File: config.mk
export PLATFORM = sky130hd
export DESIGN_NAME = dp_alu
export DESIGN_NICKNAME = d
export VERILOG_FILES = /design/src/rtl/dp_alu_pkg.sv /design/src/rtl/dp_logic_unit.sv /design/src/rtl/dp_arith_unit.sv /design/src/rtl/dp_flag_unit.sv /design/src/rtl/dp_alu.sv
export SDC_FILE = /design/constraint.sdc
export NUM_CORES = 1
export LEC_CHECK = 0
export BUFFER_PORTS_ARGS = -buffer_cell sky130_fd_sc_hd__buf_2
export CAP_MARGIN = 20
export CELL_PAD_IN_SITES_DETAIL_PLACEMENT = 0
export CELL_PAD_IN_SITES_GLOBAL_PLACEMENT = 2
export CORE_MARGIN = 3
export CORE_UTILIZATION = 28
export DETAILED_ROUTE_END_ITERATION = 8
export PLACE_DENSITY_LB_ADDON = 0.1
export SLEW_MARGIN = 20
export SYNTH_ARGS = -nofsm -noshare
export SYNTH_HDL_FRONTEND = slang
export SYNTH_SLANG_ARGS = --single-unit
export TNS_END_PERCENT = 50
File: constraint.sdc
create_clock -name vclk -period 5.9
set_clock_uncertainty 0.2 [all_clocks]
set_input_delay 0.59 -clock vclk [all_inputs]
set_output_delay 0.59 -clock vclk [all_outputs]
set_load 0.05 [all_outputs]
File: src/rtl/dp_alu_pkg.sv
package dp_alu_pkg;

  typedef enum logic [3:0] {
    OP_AND = 4'd0,  OP_EOR = 4'd1,  OP_SUB = 4'd2,  OP_RSB = 4'd3,
    OP_ADD = 4'd4,  OP_ADC = 4'd5,  OP_SBC = 4'd6,  OP_RSC = 4'd7,
    OP_TST = 4'd8,  OP_TEQ = 4'd9,  OP_CMP = 4'd10, OP_CMN = 4'd11,
    OP_ORR = 4'd12, OP_MOV = 4'd13, OP_BIC = 4'd14, OP_MVN = 4'd15
  } alu_op_e;

  typedef enum logic [1:0] {
    CLS_LOGIC = 2'd0,
    CLS_ADD   = 2'd1,
    CLS_SUB   = 2'd2
  } op_class_e;

  localparam int FLAG_N = 3;
  localparam int FLAG_Z = 2;
  localparam int FLAG_C = 1;
  localparam int FLAG_V = 0;

  function automatic op_class_e op_class(alu_op_e op);
    case (op)
      OP_ADD, OP_ADC, OP_CMN:                 return CLS_ADD;
      OP_SUB, OP_RSB, OP_SBC, OP_RSC, OP_CMP: return CLS_SUB;
      default:                                return CLS_LOGIC;
    endcase
  endfunction

  function automatic logic op_is_test(alu_op_e op);
    return (op == OP_TST) || (op == OP_TEQ) || (op == OP_CMP) || (op == OP_CMN);
  endfunction

endpackage

File: src/rtl/dp_logic_unit.sv
module dp_logic_unit
  import dp_alu_pkg::*;
#(
  parameter int WIDTH = 32
) (
  input  alu_op_e          op,
  input  logic [WIDTH-1:0] a,
  input  logic [WIDTH-1:0] b,
  output logic [WIDTH-1:0] res
);

  always_comb begin
    case (op)
      OP_AND, OP_TST: res = a & b;
      OP_EOR, OP_TEQ: res = a ^ b;
      OP_ORR:         res = a | b;
      OP_MOV:         res = b;
      OP_BIC:         res = a & ~b;
      OP_MVN:         res = ~b;
      default:        res = '0;
    endcase
  end

endmodule

File: src/rtl/dp_arith_unit.sv
module dp_arith_unit
  import dp_alu_pkg::*;
#(
  parameter int WIDTH = 32
) (
  input  alu_op_e          op,
  input  logic [WIDTH-1:0] rn,
  input  logic [WIDTH-1:0] op2,
  input  logic             c_in,
  output logic [WIDTH-1:0] res,
  output logic             carry,
  output logic             ovf
);

  localparam int MSB = WIDTH - 1;

  // Full add of x + y + cin, returned with the carry in the top bit.
  function automatic logic [WIDTH:0] add_carry(logic [WIDTH-1:0] x,
                                               logic [WIDTH-1:0] y,
                                               logic             cin);
    return {1'b0, x} + {1'b0, y} + {{WIDTH{1'b0}}, cin};
  endfunction

  logic             swap_ops;
  logic             invert_y;
  logic             add_cin;
  logic [WIDTH-1:0] x_opnd;
  logic [WIDTH-1:0] y_opnd;
  logic [WIDTH:0]   sum;

  always_comb begin
    swap_ops = (op == OP_RSB) || (op == OP_RSC);
    invert_y = (op_class(op) == CLS_SUB);
    case (op)
      OP_ADC, OP_SBC, OP_RSC: add_cin = c_in;
      OP_SUB, OP_RSB, OP_CMP: add_cin = 1'b1;
      default:                add_cin = 1'b0;
    endcase
    x_opnd = swap_ops ? op2 : rn;
    y_opnd = swap_ops ? rn  : op2;
    if (invert_y) y_opnd = ~y_opnd;
    sum   = add_carry(x_opnd, y_opnd, add_cin);
    res   = sum[MSB:0];
    carry = sum[WIDTH];
    ovf   = (x_opnd[MSB] == y_opnd[MSB]) && (sum[MSB] != x_opnd[MSB]);
  end

  always_comb begin
    if (op_class(op) == CLS_ADD && ovf)
      AST_ADD_OVF_SIGNS: assert (rn[MSB] == op2[MSB] && res[MSB] != rn[MSB]);
    if ((op == OP_SUB || op == OP_CMP) && rn == op2)
      AST_EQUAL_SUB_NO_BORROW: assert (carry && res == '0);
  end

endmodule

File: src/rtl/dp_flag_unit.sv
module dp_flag_unit
  import dp_alu_pkg::*;
#(
  parameter int WIDTH = 32
) (
  input  op_class_e        cls,
  input  logic [WIDTH-1:0] res,
  input  logic             arith_c,
  input  logic             arith_v,
  input  logic             shc,
  input  logic [3:0]       nzcv_in,
  output logic [3:0]       nzcv_new
);

  always_comb begin
    nzcv_new[FLAG_N] = res[WIDTH-1];
    nzcv_new[FLAG_Z] = (res == '0);
    if (cls == CLS_LOGIC) begin
      nzcv_new[FLAG_C] = shc;
      nzcv_new[FLAG_V] = nzcv_in[FLAG_V];
    end else begin
      nzcv_new[FLAG_C] = arith_c;
      nzcv_new[FLAG_V] = arith_v;
    end
  end

  always_comb begin
    if (cls == CLS_LOGIC)
      AST_LOGIC_KEEPS_V: assert (nzcv_new[FLAG_V] == nzcv_in[FLAG_V] && nzcv_new[FLAG_C] == shc);
  end

endmodule

File: src/rtl/dp_alu.sv
module dp_alu
  import dp_alu_pkg::*;
#(
  parameter int WIDTH   = 32,
  parameter int RIDX_W  = 4,
  parameter int PC_IDX  = 15
) (
  input  logic [3:0]        opcode_i,
  input  logic [WIDTH-1:0]  rn_i,
  input  logic [WIDTH-1:0]  op2_i,
  input  logic              shc_i,
  input  logic              set_flags_i,
  input  logic [RIDX_W-1:0] rd_idx_i,
  input  logic [3:0]        nzcv_i,
  output logic [WIDTH-1:0]  result_o,
  output logic              reg_we_o,
  output logic [3:0]        nzcv_o,
  output logic              flag_we_o,
  output logic              restore_req_o
);

  localparam logic [RIDX_W-1:0] PC_SEL = RIDX_W'(PC_IDX);

  alu_op_e          op;
  op_class_e        cls;
  logic             is_test;
  logic [WIDTH-1:0] logic_res;
  logic [WIDTH-1:0] arith_res;
  logic             arith_c;
  logic             arith_v;
  logic [3:0]       nzcv_calc;
  logic             writes_rd;
  logic             to_pc;

  assign op      = alu_op_e'(opcode_i);
  assign cls     = op_class(op);
  assign is_test = op_is_test(op);

  dp_logic_unit #(.WIDTH(WIDTH)) u_logic (
    .op  (op),
    .a   (rn_i),
    .b   (op2_i),
    .res (logic_res)
  );

  dp_arith_unit #(.WIDTH(WIDTH)) u_arith (
    .op    (op),
    .rn    (rn_i),
    .op2   (op2_i),
    .c_in  (nzcv_i[FLAG_C]),
    .res   (arith_res),
    .carry (arith_c),
    .ovf   (arith_v)
  );

  always_comb result_o = (cls == CLS_LOGIC) ? logic_res : arith_res;

  dp_flag_unit #(.WIDTH(WIDTH)) u_flags (
    .cls      (cls),
    .res      (result_o),
    .arith_c  (arith_c),
    .arith_v  (arith_v),
    .shc      (shc_i),
    .nzcv_in  (nzcv_i),
    .nzcv_new (nzcv_calc)
  );

  always_comb begin
    writes_rd     = !is_test;
    to_pc         = (rd_idx_i == PC_SEL);
    reg_we_o      = writes_rd;
    restore_req_o = writes_rd && set_flags_i && to_pc;
    flag_we_o     = is_test || (set_flags_i && !restore_req_o);
    nzcv_o        = flag_we_o ? nzcv_calc : nzcv_i;
  end

  always_comb begin
    AST_RESTORE_EXCLUSIVE: assert (!(restore_req_o && flag_we_o));
    if (!flag_we_o)
      AST_HOLD_FLAGS: assert (nzcv_o == nzcv_i);
    if (opcode_i[3:2] == 2'b10)
      AST_TEST_NO_WRITE: assert (!reg_we_o && flag_we_o && !restore_req_o);
    if (flag_we_o)
      AST_ZERO_FLAG: assert (nzcv_o[FLAG_Z] == (result_o == '0));
  end

endmodule

Yosys cells after proc, flatten, opt, wreduce, memory -nomap -nowiden. Memories as Yosys holds them, arrays and structs flattened. Cells that the tools add are included.

Output and inout port bits: 39. Memories: 2. Word-level logic and storage cells: 54. Register bits: 0. ROM bits: 64. Input bits: 78.

Memory list: (name not given) (words 16, width 2, read ports 1, clocked after memory_dff 0, write ports 0, RTL line dp_alu_pkg.sv:22) `case (op)`; (name not given) (words 16, width 2, read ports 1, clocked after memory_dff 0, write ports 0, RTL line dp_alu_pkg.sv:22).

Add/sub/neg operators: 2. Multiplexer cells: 8. Bitwise gates (word level): 6. Reductions and logical operators: 18. Eq/ne operators: 18.

Operators with widths (number): $pmux 32 s6 (1); $mux 32 (4); $and 32x32->32 (2); $not 32->32 (2); $eq 4x4->1 const B (9); $add 32x32->33 (1); $add 33x1->33 (1); $logic_not 32->1 (1); $or 32x32->32 (1); $xor 32x32->32 (1); $eq 4x3->1 const B (3); $eq 4x2->1 const B (2); $reduce_or 3->1 (2); $logic_or 1x1->1 (5); $eq 4x1->1 const B (1); $logic_and 1x1->1 (4); $logic_not 4->1 (1); $mux 4 (1); $reduce_or 2->1 (2); $eq 2x2->1 const B (1); $logic_not 1->1 (2); $logic_not 2->1 (1); $mux 2 (1); $pmux 1 s2 (1); other kinds (2) (2).

Logic depth before layout (Yosys ltp).
Depth in word-level cells: 11. Gate-level depth with buffers: 22. Gate-level depth less buffers: 17.

By module. From an unflattened synthesis, not the netlist that was laid out.

Cells, all modules: 717. Area total of the unflattened synthesis: 5957.0 µm².

By module, submodules not included: dp_arith_unit (instances 1, area an instance 2807.7 µm², cells an instance 356, sequential area each 0.0 µm²); dp_logic_unit (instances 1, area an instance 2519.9 µm², cells an instance 294, sequential area each 0.0 µm²); dp_alu (instances 1, area an instance 523.0 µm², cells an instance 52, sequential area each 0.0 µm²); dp_flag_unit (instances 1, area an instance 106.4 µm², cells an instance 15, sequential area each 0.0 µm²).

Least setup slack after synthesis. No wires, ideal clock.

Path type: input-to-output. From: input opcode_i[0]. To: output nzcv_o[2]. Buffers on the path: 7. Slack: -1.495 ns. Arrival time: 6.605 ns. Data required time: 5.110 ns. Cell stages on the path: 22. Cells stage by stage: buf_2 clkbuf_1 buf_1 clkbuf_1 nand3_1 clkbuf_1 clkbuf_1 clkbuf_1 nor2_1 a21oi_1 fa_1 fa_1 nor2b_1 o21a_1 nor3_1 o311ai_0 nor4_1 nand3_1 nor4_1 and4_2 nand4bb_1 o31ai_2.

Elaborated cells on any way between the ends: 44. Classes of those cells: add/sub: 2; eq/ne: 15; mux: 7; bitwise: 1; reduce/logical: 17; memory: 2.

RTL lines: start: declaration (RTL line dp_alu.sv:8) `input logic [3:0] opcode_i,`; branches (longest 7 deep; another with $add 32x32->33); $mux 32 * (RTL line dp_alu.sv:56) `always_comb result_o = (cls == CLS_LOGIC) ? logic_res : arith_res;`; via result_o[4] (RTL line dp_alu.sv:15) `output logic [WIDTH-1:0] result_o,`; $logic_not 32->1 * (RTL line dp_flag_unit.sv:17) `nzcv_new[FLAG_Z] = (res == '0);`; $mux 4 * (RTL line dp_alu.sv:74) `nzcv_o = flag_we_o ? nzcv_calc : nzcv_i;`; end: declaration (RTL line dp_alu.sv:17) `output logic [3:0] nzcv_o,`.

Mark *: on every way through the listed nets, which the timed path passes.

Final worst setup path.
From: input opcode_i[3]. To: output nzcv_o[2].

Cells in the longest elaborated chain, start to end: 11. Elaborated cells on any way between the ends: 44. Classes of those cells: add/sub: 2; eq/ne: 15; mux: 7; bitwise: 1; reduce/logical: 17; memory: 2.

RTL lines (RTL line): branches (longest 10 deep; another with $add 32x32->33); $mux 4 * (dp_alu.sv:74).

Mark *: on every way between the ends.

==> summary.md <==
| Metric | Value |
|---|---|
| Placement Setup Slack | 0.0229 ns |
| DRT iter0 DRCs | 551 |
| Worst EP arrival | 4.87 ns |
| IO Count | 117 |
| Worst Setup End Kind | primary output |
| Worst path required time | 5.11 ns |
| Max Slew Vio Count | 0 |
| Seq cells | 0 |
| Die area | 0.0224 mm2 |
| Slew margin rel. | 48.3% |
| DRT Wirelength | 25.2 mm |
| Final count of hold timing violations | 0 |
| Layout clock buffer count | 0 |
| Yosys cell types | 85 |
| Number of global-route vias before repair | 6,412 |
| Drc violations | 0 |
| Total track usage | 21.6% |
| GR Overflow Total | 0 |
| DRT Pass-1 Iters | 5 |
| CP peak stage delay | 0.47 ns |
| Final #Nets | 1,164 |
| Vert. Die Dim | 150 um |
| Final GP Congestion | 0.915 |
| Worst-margin pin slew | 0.769 ns |
| Slowest-stage cell, CP | o211ai_1 |
| Crit path kind | input pin to primary output |
| WL/cell | 19.6 um |
| Synth-to-Final Area Change | 20.0% |
| Total negative slack | 0 ns |
| Endpoints failing setup | 0 |
| Nature of the critical path startpoint | input pin |
| Worst Hold Path EP | restore_req_o |
| Post-Syn Area | 0.00577 mm2 |
| Mapped Cells | 913 |
| Post-Syn Nets | 1,056 |
| Max Clk Rate | 0.177 GHz |
| Via-to-Cell Ratio | 5.45 |
| Routed Antenna Nets | 0 |
| Setup ws final | 0.236 ns |
| PortBufs | 117 |
| Synth Warn # | 0 |
| Status | finished, final reports clean |
| Layout cells sized above 1 | 23.4% |
| Hold Startpoint | set_flags_i |
| Hold path cells | 4 |
| Cts hold-fix bufs | 0 |
| Largest net degree at the start of global routing | 68 |
| Hold Crit Class | input pin to primary output |
| Vias post-DR | 7,012 |
| CORE AREA | 0.0198 mm2 |
| RSZ-0062 raised after global routing | no |
| Initial antenna violation count | 0 |
| CP Max Fanout | 67 |
| Period utilisation layout | 96.0% |
| Seq/Total Area, Yosys | 0% |
| Starting Density | 29.1% |
| Fillers | 2,239 |
| CP Cell Sequence | buf_2 > inv_1 > nand3_4 > buf_12 > nor2_1 > a21oi_1 > xnor2_1 > inv_1 > ha_1 > nor2b_1 > o211ai_1 > a2111o_1 > nand4b_1 > a21o_1 > o211ai_1 > xor2_1 > o221ai_2 > nand4bb_2 > o31ai_4 > clkbuf_4 |
| Syn Area/Cell | 6.32 um2 |
| Min cycle time layout | 5.66 ns |
| Max-Cap Viols | 0 |
| Register area | 0 um2 |
| Post-DP HPWL | 19.9 mm |
| Die Wd | 150 um |
| First-pass GRT wire length | 38.2 mm |
| Row count | 51 |
cell families after synthesis:
logic type / count (synthesis) / share of synthesized area (%)
xor gates and xnor gates: 69 / 10.5
muxes: 11 / 1.99
and+or+nand+nor: 312 / 25.5
buffers and inverters: 145 / 11.8
adders and majority gates: 65 / 14.3
AOI/OAI and AO/OA: 311 / 35.9
stage by stage:
step / util [%] / hold WS, ns / cells / area (um2)
after global placement: 34.7 / 1.35 / 1282 / 6890
after floorplan: - / 1.19 / 913 / 5930
after detailed placement: 34.7 / 1.36 / 1282 / 6890
after CTS: 34.7 / 1.36 / 1282 / 6900
final: 34.9 / 1.36 / 1286 / 6930
after global routing: 34.9 / 1.38 / 1284 / 6930
area by class of cell:
type	count	area, um2	area share (%)
diodes	2	5.00	0.0722
well taps	265	332	4.78
repair buffers	175	1060	15.3
inverters	76	285	4.12
multi-input cells	768	5250	75.7
timing repair:
action,4_1_cts,5_1_grt
buffers inserted,0,2
pin swaps,0,2
resized for setup,1,6
endpoints found under the setup margin,1,1
hold endpoints to repair,0,0
per-layer routing:
| metal | up-vias | routed length (um) | track usage [%] |
|---|---|---|---|
| met1 | 3261 | 12600 | 32.9 |
| met3 | 15 | 1510 | 1.91 |
| met2 | 217 | 10900 | 34.4 |
| li1 | 3519 | - | - |
| met5 | - | 0 | 0 |
| met4 | 0 | 248 | 1.60 |
worst max-delay path by stage:
| stage | from | to | slack (ns) |
|---|---|---|---|
| global placement | opcode_i[3] | nzcv_o[2] | 0.04 |
| CTS | opcode_i[3] | nzcv_o[2] | 0.09 |
| global route | opcode_i[3] | nzcv_o[2] | 0.003 |
| detailed placement | opcode_i[3] | nzcv_o[2] | 0.02 |
| floorplan | opcode_i[0] | nzcv_o[2] | 0.02 |
| finish | opcode_i[3] | nzcv_o[2] | 0.24 |
cells in the mapped netlist, types with 9 or more instances:
master	n	area share, %
inv_1	76	4.9
nand3_1	33	2.9
a21oi_1	60	5.2
nand2_1	138	9.0
o21ai_0	117	10
nand4_1	16	1.7
buf_2	17	1.5
o221ai_1	9	1.4
xnor2_1	40	6.1
nor2b_1	13	1.4
xor2_1	29	4.4
ha_1	63	14
nor3_1	15	1.3
a21o_1	12	1.6
nor2_1	49	3.2
clkbuf_1	36	2.3
placed cells by master, fill, tap and decap left out, types with 7 or more instances in the layout:
cell type  instances
mux2i_1            7
nand3_1           32
inv_1             76
a21o_1            12
nand2_1          137
nor3_1            14
ha_1              63
o21ai_0          109
buf_2            116
buf_4             55
nand4_1           16
xor2_1            28
a21oi_1           56
xnor2_1           40
nor2_1            48
nor2b_1           12
a21oi_2            7
o211ai_1           7
worst max-delay path: cells and delay by family:
kind | cells | cell delay, ns
and+or+nand+nor | 5 | 0.90
AOI/OAI and AO/OA | 7 | 1.81
xor gates and xnor gates | 2 | 0.45
buffers and inverters | 5 | 0.83
adders and majority gates | 1 | 0.26
